==> config.mk <==
export PLATFORM = sky130hd
export DESIGN_NAME = pair_issue_unit
export DESIGN_NICKNAME = d
export VERILOG_FILES = /design/src/rtl/pair_pkg.sv /design/src/rtl/pair_decode.sv /design/src/rtl/pair_datapath.sv /design/src/rtl/pair_ctrl.sv /design/src/rtl/pair_issue_unit.sv
export SDC_FILE = /design/constraint.sdc
export NUM_CORES = 1
export LEC_CHECK = 0
export BUFFER_PORTS_ARGS = -buffer_cell sky130_fd_sc_hd__buf_2
export CAP_MARGIN = 20
export CORE_MARGIN = 2
export CORE_UTILIZATION = 40
export DETAILED_ROUTE_END_ITERATION = 10
export GPL_TIMING_DRIVEN = 0
export PLACE_DENSITY = 0.77
export REMOVE_ABC_BUFFERS = 1
export SYNTH_ARGS = -nofsm -noshare
export SYNTH_HDL_FRONTEND = slang
export SYNTH_HIERARCHICAL = 1
export SYNTH_SLANG_ARGS = --single-unit
==> constraint.sdc <==
create_clock -name clk -period 2.6 [get_ports clk]
set_input_delay 0.26 -clock clk [delete_from_list [all_inputs] [get_ports clk]]
set_output_delay 0.26 -clock clk [all_outputs]
set_load 0.05 [all_outputs]
==> src/rtl/pair_pkg.sv <==
package pair_pkg;
  localparam int INST_W = 32;
  localparam int OPC_W  = 6;
  localparam int REG_AW = 5;

  typedef enum logic [1:0] {
    CLS_ALU  = 2'd0,
    CLS_LDI  = 2'd1,
    CLS_LDF  = 2'd2,
    CLS_FPOP = 2'd3
  } instCls_t;

  typedef struct packed {
    instCls_t          cls;
    logic [REG_AW-1:0] src1;
    logic [REG_AW-1:0] src2;
    logic [REG_AW-1:0] dst;
  } decInst_t;

  typedef struct packed {
    logic captureLeft;
    logic captureRight;
    logic flush;
  } dpStrobe_t;
endpackage

==> src/rtl/pair_decode.sv <==
module pair_decode
  import pair_pkg::*;
#(
  parameter int IW = INST_W
) (
  input  logic [IW-1:0] inst,
  output decInst_t      dec
);
  localparam int SRC1_HI = IW - OPC_W - 1;
  localparam int SRC2_HI = SRC1_HI - REG_AW;
  localparam int DST_HI  = SRC2_HI - REG_AW;
  localparam int LOW_W   = DST_HI - REG_AW + 1;

  logic [OPC_W-1:0] opc;
  logic             unusedLow;

  assign opc       = inst[IW-1 -: OPC_W];
  assign unusedLow = ^inst[LOW_W-1:0];

  always_comb begin
    dec.src1 = inst[SRC1_HI -: REG_AW];
    dec.src2 = inst[SRC2_HI -: REG_AW];
    dec.dst  = inst[DST_HI -: REG_AW];
    if (opc[OPC_W-1 -: 2] == 2'b11)
      dec.cls = CLS_FPOP;
    else if (opc == OPC_W'(6'b100000))
      dec.cls = CLS_LDI;
    else if (opc == OPC_W'(6'b100001))
      dec.cls = CLS_LDF;
    else
      dec.cls = CLS_ALU;
  end
endmodule

==> src/rtl/pair_datapath.sv <==
module pair_datapath
  import pair_pkg::*;
#(
  parameter int IW    = INST_W,
  parameter int SLOTS = 2
) (
  input  logic              clk,
  input  logic              rst_n,
  input  logic [SLOTS*IW-1:0] pktData,
  input  dpStrobe_t         strobe,
  output logic              leftHazPrev,
  output logic              rightHazPrev,
  output logic              rightHazPartner,
  output logic              leftIsFpOp,
  output logic              rightIsFpOp
);
  decInst_t slotDec [SLOTS];

  for (genvar s = 0; s < SLOTS; s++) begin : g_dec
    pair_decode #(.IW(IW)) u_dec (
      .inst (pktData[s*IW +: IW]),
      .dec  (slotDec[s])
    );
  end

  logic              pendValid;
  logic              pendFp;
  logic [REG_AW-1:0] pendReg;

  function automatic logic readsReg(decInst_t d, logic inFp, logic [REG_AW-1:0] r);
    logic hit;
    hit = 1'b0;
    if (r != '0) begin
      unique case (d.cls)
        CLS_FPOP: hit = inFp && (d.src1 == r || d.src2 == r);
        CLS_ALU:  hit = !inFp && (d.src1 == r || d.src2 == r);
        default:  hit = !inFp && (d.src1 == r);
      endcase
    end
    return hit;
  endfunction

  function automatic logic isLoad(decInst_t d);
    return (d.cls == CLS_LDI) || (d.cls == CLS_LDF);
  endfunction

  decInst_t leftDec;
  decInst_t rightDec;
  decInst_t srcDec;
  logic     srcValid;

  assign leftDec  = slotDec[0];
  assign rightDec = slotDec[SLOTS-1];

  assign leftIsFpOp      = (leftDec.cls == CLS_FPOP);
  assign rightIsFpOp     = (rightDec.cls == CLS_FPOP);
  assign leftHazPrev     = pendValid && readsReg(leftDec, pendFp, pendReg);
  assign rightHazPrev    = pendValid && readsReg(rightDec, pendFp, pendReg);
  assign rightHazPartner = isLoad(leftDec) &&
                           readsReg(rightDec, leftDec.cls == CLS_LDF, leftDec.dst);

  always_comb begin
    srcDec   = strobe.captureLeft ? leftDec : rightDec;
    srcValid = (strobe.captureLeft || strobe.captureRight) &&
               isLoad(srcDec) && (srcDec.dst != '0);
  end

  always_ff @(posedge clk or negedge rst_n) begin
    if (!rst_n) begin
      pendValid <= 1'b0;
      pendFp    <= 1'b0;
      pendReg   <= '0;
    end else if (strobe.flush) begin
      pendValid <= 1'b0;
      pendFp    <= 1'b0;
      pendReg   <= '0;
    end else begin
      pendValid <= srcValid;
      pendFp    <= (srcDec.cls == CLS_LDF);
      pendReg   <= srcDec.dst;
    end
  end
endmodule

==> src/rtl/pair_ctrl.sv <==
module pair_ctrl
  import pair_pkg::*;
(
  input  logic      clk,
  input  logic      rst_n,
  input  logic      pktValid,
  input  logic      redirect,
  input  logic      leftHazPrev,
  input  logic      rightHazPrev,
  input  logic      rightHazPartner,
  input  logic      leftIsFpOp,
  input  logic      rightIsFpOp,
  output logic      issueLeft,
  output logic      issueRight,
  output logic      fetchHold,
  output logic      pairAdvance,
  output dpStrobe_t strobe
);
  logic leftTaken;
  logic live;
  logic pairOk;
  logic rightPaired;
  logic rightSolo;

  assign live        = pktValid && !redirect;
  assign pairOk      = !leftIsFpOp && rightIsFpOp;
  assign issueLeft   = live && !leftTaken && !leftHazPrev;
  assign rightPaired = issueLeft && pairOk && !rightHazPrev && !rightHazPartner;
  assign rightSolo   = live && leftTaken && !rightHazPrev;
  assign issueRight  = rightPaired || rightSolo;
  assign pairAdvance = issueRight;
  assign fetchHold   = live && !issueRight;

  assign strobe.captureLeft  = issueLeft;
  assign strobe.captureRight = issueRight && !issueLeft;
  assign strobe.flush        = redirect;

  always_ff @(posedge clk or negedge rst_n) begin
    if (!rst_n)                       leftTaken <= 1'b0;
    else if (redirect || issueRight)  leftTaken <= 1'b0;
    else if (issueLeft)               leftTaken <= 1'b1;
  end
endmodule

==> src/rtl/pair_issue_unit.sv <==
module pair_issue_unit
  import pair_pkg::*;
(
  input  logic          clk,
  input  logic          rst_n,
  input  logic          pktValid,
  input  logic [63:0]   pktData,
  input  logic          redirect,
  output logic          issueLeft,
  output logic          issueRight,
  output logic          fetchHold,
  output logic          pairAdvance
);
  dpStrobe_t strobe;
  logic leftHazPrev, rightHazPrev, rightHazPartner, leftIsFpOp, rightIsFpOp;

  pair_datapath #(.IW(INST_W), .SLOTS(2)) u_dp (
    .clk             (clk),
    .rst_n           (rst_n),
    .pktData         (pktData),
    .strobe          (strobe),
    .leftHazPrev     (leftHazPrev),
    .rightHazPrev    (rightHazPrev),
    .rightHazPartner (rightHazPartner),
    .leftIsFpOp      (leftIsFpOp),
    .rightIsFpOp     (rightIsFpOp)
  );

  pair_ctrl u_ctrl (
    .clk             (clk),
    .rst_n           (rst_n),
    .pktValid        (pktValid),
    .redirect        (redirect),
    .leftHazPrev     (leftHazPrev),
    .rightHazPrev    (rightHazPrev),
    .rightHazPartner (rightHazPartner),
    .leftIsFpOp      (leftIsFpOp),
    .rightIsFpOp     (rightIsFpOp),
    .issueLeft       (issueLeft),
    .issueRight      (issueRight),
    .fetchHold       (fetchHold),
    .pairAdvance     (pairAdvance),
    .strobe          (strobe)
  );
endmodule

## Yosys cells after proc, flatten, opt, wreduce, memory -nomap -nowiden

Index checks and enable logic that the tools add are counted.

| operators by class | value |
|---|---|
| equality and inequality tests | 18 |
| multiplexer cells | 18 |
| reduce and logical (&&, ||, !) cells | 49 |

Operator list:

| kind | number |
|---|---|
| $eq 5x5->1 | 6 |
| $logic_and 1x1->1 | 25 |
| $eq 6x6->1 const B | 4 |
| $mux 17 | 1 |
| $reduce_bool 5->1 | 3 |
| $eq 2x2->1 const B | 6 |
| $mux 2 | 6 |
| $logic_not 1->1 | 10 |
| $logic_or 1x1->1 | 8 |
| $mux 1 | 7 |
| $pmux 1 s2 | 3 |
| $mux 5 | 1 |
| $eq 2x1->1 const B | 2 |
| $logic_not 2->1 | 2 |
| $reduce_bool 2->1 | 1 |

| storage, ports and cells | value |
|---|---|
| bits in registers | 8 |
| output and inout bits | 4 |
| logic and storage cells | 89 |

## Depth between registers and ports, before layout

| logic depth | value |
|---|---|
| depth in word-level cells | 19 |
| mapped depth | 13 |
| mapped depth without buffers | 11 |

## By module

The synthesis kept the hierarchy.

Modules (own cells, without submodules):

| module | times used | cells an instance | area each (um^2) | seq. area each (um^2) |
|---|---|---|---|---|
| pair_datapath | 1 | 93 | 859.6 | 175.2 |
| pair_decode | 2 | 20 | 142.6 | 0.0 |
| pair_ctrl | 1 | 16 | 121.4 | 25.0 |

## Worst setup path before layout

No wires, ideal clock.

| path | value |
|---|---|
| path kind | in2reg |
| from | in pktData[29] |
| to | reg u_dp.pendValid |
| library setup time | 94 ps |
| arrival | 3,964 ps |
| data required time | 2,506 ps |
| setup slack | -1,458 ps |
| stages on the path | 12 |
| path buffers | 2 |
| path through | o41ai_1 > inv_1 > ha_1 > o211ai_1 > a211oi_2 > nor3_1 > buf_4 > buf_2 > mux2_2 > ha_1 > a211o_1 > a211oi_1 |

| on the way | value |
|---|---|
| cells in the longest elaborated chain, start to end | 19 |

Ends and longest elaborated chain:

| item | RTL line | source |
|---|---|---|
| from (decl) | pair_issue_unit.sv:7 | `input logic [63:0] pktData,` |
| $eq 6x6->1 | pair_decode.sv:28 | `else if (opc == OPC_W'(6'b100001))` |
| $mux 2 | pair_decode.sv:28 |  |
| $mux 2 (*) | pair_decode.sv:26 | `else if (opc == OPC_W'(6'b100000))` |
| $mux 2 (*) | pair_decode.sv:24 | `if (opc[OPC_W-1 -: 2] == 2'b11)` |
| $eq 2x2->1 or $logic_not 2->1 (tied branches) | pair_datapath.sv:34 | `unique case (d.cls)` |
| $pmux 1 s2 (*) | pair_datapath.sv:34 |  |
| $mux 1 (*) | pair_datapath.sv:33 | `if (r != '0) begin` |
| $logic_and 1x1->1 (*) | pair_datapath.sv:57 | `assign leftHazPrev = pendValid && readsReg(leftDec, pendFp, pendReg);` |
| via leftHazPrev | pair_issue_unit.sv:15 | `logic leftHazPrev, rightHazPrev, rightHazPartner, leftIsFpOp, rightIsFpOp;` |
| (+2 left out) | n/a |  |
| via issueLeft | pair_issue_unit.sv:9 | `output logic issueLeft,` |
| $logic_and 1x1->1 (3 in series) | pair_ctrl.sv:28 | `assign rightPaired = issueLeft && pairOk && !rightHazPrev && !rightHazPartner;` |
| $logic_or 1x1->1 | pair_ctrl.sv:30 | `assign issueRight = rightPaired \|\| rightSolo;` |
| $logic_and 1x1->1 | pair_ctrl.sv:35 | `assign strobe.captureRight = issueRight && !issueLeft;` |
| $logic_or 1x1->1 | pair_datapath.sv:64 | `srcValid = (strobe.captureLeft \|\| strobe.captureRight) &&` |
| $logic_and 1x1->1 | pair_datapath.sv:64 |  |
| $logic_and 1x1->1 (*) | pair_datapath.sv:65 | `isLoad(srcDec) && (srcDec.dst != '0);` |
| $mux 1 (*) | pair_datapath.sv:73 | `end else if (strobe.flush) begin` |
| to (signal assigned) | pair_datapath.sv:78 | `pendValid <= srcValid;` |
| to (decl) | pair_datapath.sv:26 | `logic pendValid;` |

Mark *: on every way through the listed nets, which the timed path passes. The rest lies on a longest branch.
A chain may end at the register's enable or synchronous reset.

## Final worst setup path

| path | value |
|---|---|
| from | reg u_dp.pendReg[1] |
| to | reg u_dp.pendValid |

| on the way | value |
|---|---|
| cells in the longest elaborated chain, start to end | 17 |

Ends and longest elaborated chain:

| item | RTL line | source |
|---|---|---|
| from (decl) | pair_datapath.sv:28 | `logic [REG_AW-1:0] pendReg;` |
| from (signal assigned) | pair_datapath.sv:80 | `pendReg <= srcDec.dst;` |
| $eq 5x5->1, on equally long branches | pair_datapath.sv:35, pair_datapath.sv:36, pair_datapath.sv:37 |  |
| $logic_or 1x1->1 | pair_datapath.sv:35, pair_datapath.sv:36 |  |
| $logic_and 1x1->1, on equally long branches | pair_datapath.sv:36, pair_datapath.sv:35 |  |
| $pmux 1 s2 | pair_datapath.sv:34 |  |
| $mux 1 (*) | pair_datapath.sv:33 |  |
| $logic_and 1x1->1 (*) | pair_datapath.sv:57 |  |
| via leftHazPrev | pair_issue_unit.sv:15 |  |
| $logic_not 1->1 (*) | pair_ctrl.sv:27 | `assign issueLeft = live && !leftTaken && !leftHazPrev;` |
| $logic_and 1x1->1 (*) | pair_ctrl.sv:27 |  |
| $logic_and 1x1->1 (3 in series) | pair_ctrl.sv:28 |  |
| $logic_or 1x1->1 | pair_ctrl.sv:30 |  |
| $logic_and 1x1->1 | pair_ctrl.sv:35 |  |
| $logic_or 1x1->1 | pair_datapath.sv:64 |  |
| $logic_and 1x1->1 | pair_datapath.sv:64 |  |
| $logic_and 1x1->1 (*) | pair_datapath.sv:65 |  |
| $mux 1 (*) | pair_datapath.sv:73 |  |

Marked as above.

==> key figures <==
Run status
  – Status: finished clean

Yosys
  – Syn_area_per_cell: 8.50 µm²
  – Warnings from Yosys: 6
  – Ys flop type: dfrtp_1
  – Synth Instances: 149
  – Post-synthesis mux area share: 5.63%
  – Post-synth EDFFs: 0
  – Synth Area in XOR/XNOR: 23.5%
  – Largest family of logic cells by synthesized area: buffers and inverters
  – Seq/Total Area, Yosys: 15.8%
  – Area leader, netlist: buf_4
  – Flops & latches, synth: 8
  – Mapped Area: 1270 µm²
  – Synth area leaders: buf_4 20%, dfrtp_1 16%, xor2_1 15%
  – Distinct cells, synth: 32
  – Post-synth ARST share: 100%
  – Simple-Gate Fraction of Synth Area: 16.2%
  – Compound-Gate Fraction of Synth Area: 9.98%
  – Yosys top cell area share: 19.6%
  – Synth Area in Adders: 3.95%

Finish
  – Net count reported at finish: 246
  – Storage cell area: 205 µm²
  – Ant diodes: 0
  – Area growth, synth to finish: 17.3%
  – Filler Cell Count: 308
  – Post-route insts no fill: 216
  – Share of cells above drive strength 1: 50.0%
  – Area occupied by multi-input gates: 852 µm²
  – Fin util: 49.0%

Drt
  – Vias/cell: 4.69
  – # DRC: 0
  – DRT Wirelength: 2.58 mm
  – DR pass1 iterations: 2
  – WL/cell: 11.9 µm
  – Post-route ant nets: 0
  – DRT iter0 DRCs: 8
  – Vias: 1,012

Timing
  – Setup skew after layout: 6.50 ps
  – RSZ-0062 raised after global routing: yes
  – Period utilisation layout: 97.6%
  – Final number of hold-violating endpoints: 0
  – Pins Over Slew Limit: 0
  – Crit path time final: 2540 ps
  – Fmax: 394 MHz
  – Final setup viols: 0
  – Worst rel slew slack: 75.5%
  – Slew @ Worst Pin: 367 ps

Hold path
  – Hold Crit Class: in -> reg
  – Hold Path Origin: pktValid
  – Worst Hold Depth: 2

Floorplanning
  – Die Span X: 60.3 µm
  – Initial Utilization: 41.8%
  – Die height: 60.3 µm
  – Io pins: 72
  – Core area: 3030 µm²
  – Number of core rows: 20
  – Die footprint: 3630 µm²

Worst setup path
  – FF-to-FF Start: u_dp/pendReg[1]$_DFF_PN0_
  – Worst Setup SP: u_dp/pendReg[1]$_DFF_PN0_
  – Reg2reg path depth: 8
  – WS Path Type: reg -> reg
  – Crit path launch type: flop
  – CP Max Fanout: 4
  – Crit path DAT: 2710 ps
  – Crit path capture type: flop
  – Req. time, crit path: 2770 ps

Clock network
  – Clock Latency Late Sink: 250 ps
  – Clock sinks: 8
  – CTS clock-pin slew for the worst setup and hold paths: 50 ps
  – Htree depth: 1
  – Clock Tree Buf Depth: 2
  – CTS root buffer: clkbuf_4
  – CTS tree: yes
  – CTS Buf Count: 3

Place
  – Cell total after placement: 204
  – Buffers on Ports: 49
  – Detailed-placement wirelength estimate: 2.05 mm
  – Routability cong.: 0.843

GRT
  – Vias in the first global route: 890
  – Pin count of the biggest net entering global routing: 10
  – First-pass GRT wire length: 3.70 mm
  – GRT Overall Usage: 13.6%
  – Initial antenna violation count: 0
  – Total global routing overflow: 0

Pwr
  – Pleak: 0.683 nW
  – PwrDens: 298 nW/µm²
  – Maximum VDD drop: 0.131 mV

Job
  – Max-cap violations: 0
## stage by stage
stage                     setup TNS, ps  power (mW)  hold WS (ps)  area [µm²]  setup slack, ps
after global placement            -6780       0.314           105        1270            -1350
after global routing              -49.1       0.469           250        1490            -49.1
final                                 0       0.443           231        1490             61.9
after detailed placement          -3390       0.317           106        1270             -744
after CTS                         -63.0       0.420           226        1340            -32.0
after floorplan                  -12460       0.247         -35.6         970            -1820
## cell usage after synthesis (all sizes together) (4+ instances only)
library cell and instances:
ha 4, xor2 22, xnor2 12, a211oi 4, nor4 6, nand3 5
buf 39, mux2i 6, nand2 6, dfrtp 8, nor2 8, nor3 5
inv 5
## cells by family after synthesis
group                    count (synthesis)
buffers and inverters                   44
AND/OR/NAND/NOR                         37
XOR/XNOR                                34
AO/OA/AOI/OAI                           15
flip-flops                               8
multiplexers                             7
adder cells (fa/ha/maj)                  4
## critical path, stage by stage, from the launching register on
cell      delay, ps
dfrtp_2         430
or4_4           550
o21ai_4         150
a211oi_2         80
nor3_2          250
mux2_4          330
ha_1            300
a211o_1         240
a211oi_2        130
## cells in the final DEF, fill, tap and decap left out, types with 3 or more instances in the layout
cell,count
buf_4,10
inv_1,5
nor2_1,8
buf_2,47
dfrtp_1,4
ha_1,3
clkbuf_4,3
a211oi_2,4
nor3_1,3
nand3_1,5
dfrtp_2,4
mux2i_1,6
nor4_2,4
xnor2_1,12
xor2_1,21
nand2_1,6
## sequential cells by signal, summed over array words and instances, names as in the netlist
signal	cells
u_ctrl/leftTaken	1
u_dp/pendFp	1
u_dp/pendReg	5
u_dp/pendValid	1
## timing repair
item	in CTS	in global routing
hold endpoints to repair	8	0
pin swaps	2	8
hold buffers	1	0
setup endpoints to repair	10	4
buffers inserted	1	7
resized for setup	4	23
cloned	0	0
## metal layers
layer / share of wire, % / vias up / routed length (µm) / track usage [%]
met1: 43 / 462 / 1100 / 16.7
met5: 0 / - / 0 / 0
met2: 49 / 32 / 1260 / 22.4
li1: - / 514 / - / -
met3: 7.3 / 4 / 187 / 3.46
met4: 1.2 / 0 / 32 / 5.71
## final cells by class
cell class | instances | area share (%)
Inverter | 5 | 1.26
Tap cell | 44 | 3.71
Timing Repair Buffer | 59 | 22.3
Clock buffer | 3 | 1.52
Sequential cell | 8 | 13.8
Multi-Input combinational cell | 97 | 57.4
## final timing paths
| kind | slack [ps] | to |
|---|---|---|
| worst max-delay path | 60 | u_dp/pendValid$_DFF_PN0_ |
| worst min-delay path | 230 | u_ctrl/leftTaken$_DFFE_PN0P_ |
| worst max register to register | 60 | u_dp/pendValid$_DFF_PN0_ |
| worst min register to register | 660 | u_ctrl/leftTaken$_DFFE_PN0P_ |
| max in group asynchronous | 2050 | u_dp/pendReg[2]$_DFF_PN0_ |
| min in group asynchronous | 370 | u_dp/pendReg[0]$_DFF_PN0_ |
## power breakdown
part	internal [mW]	total, mW	switching (mW)
Clock	0.0527	0.0938	0.0411
Sequential	0.133	0.147	0.0136
Combinational	0.100	0.202	0.101
Total	0.286	0.443	0.156
Power figures use the tool's default switching activity.
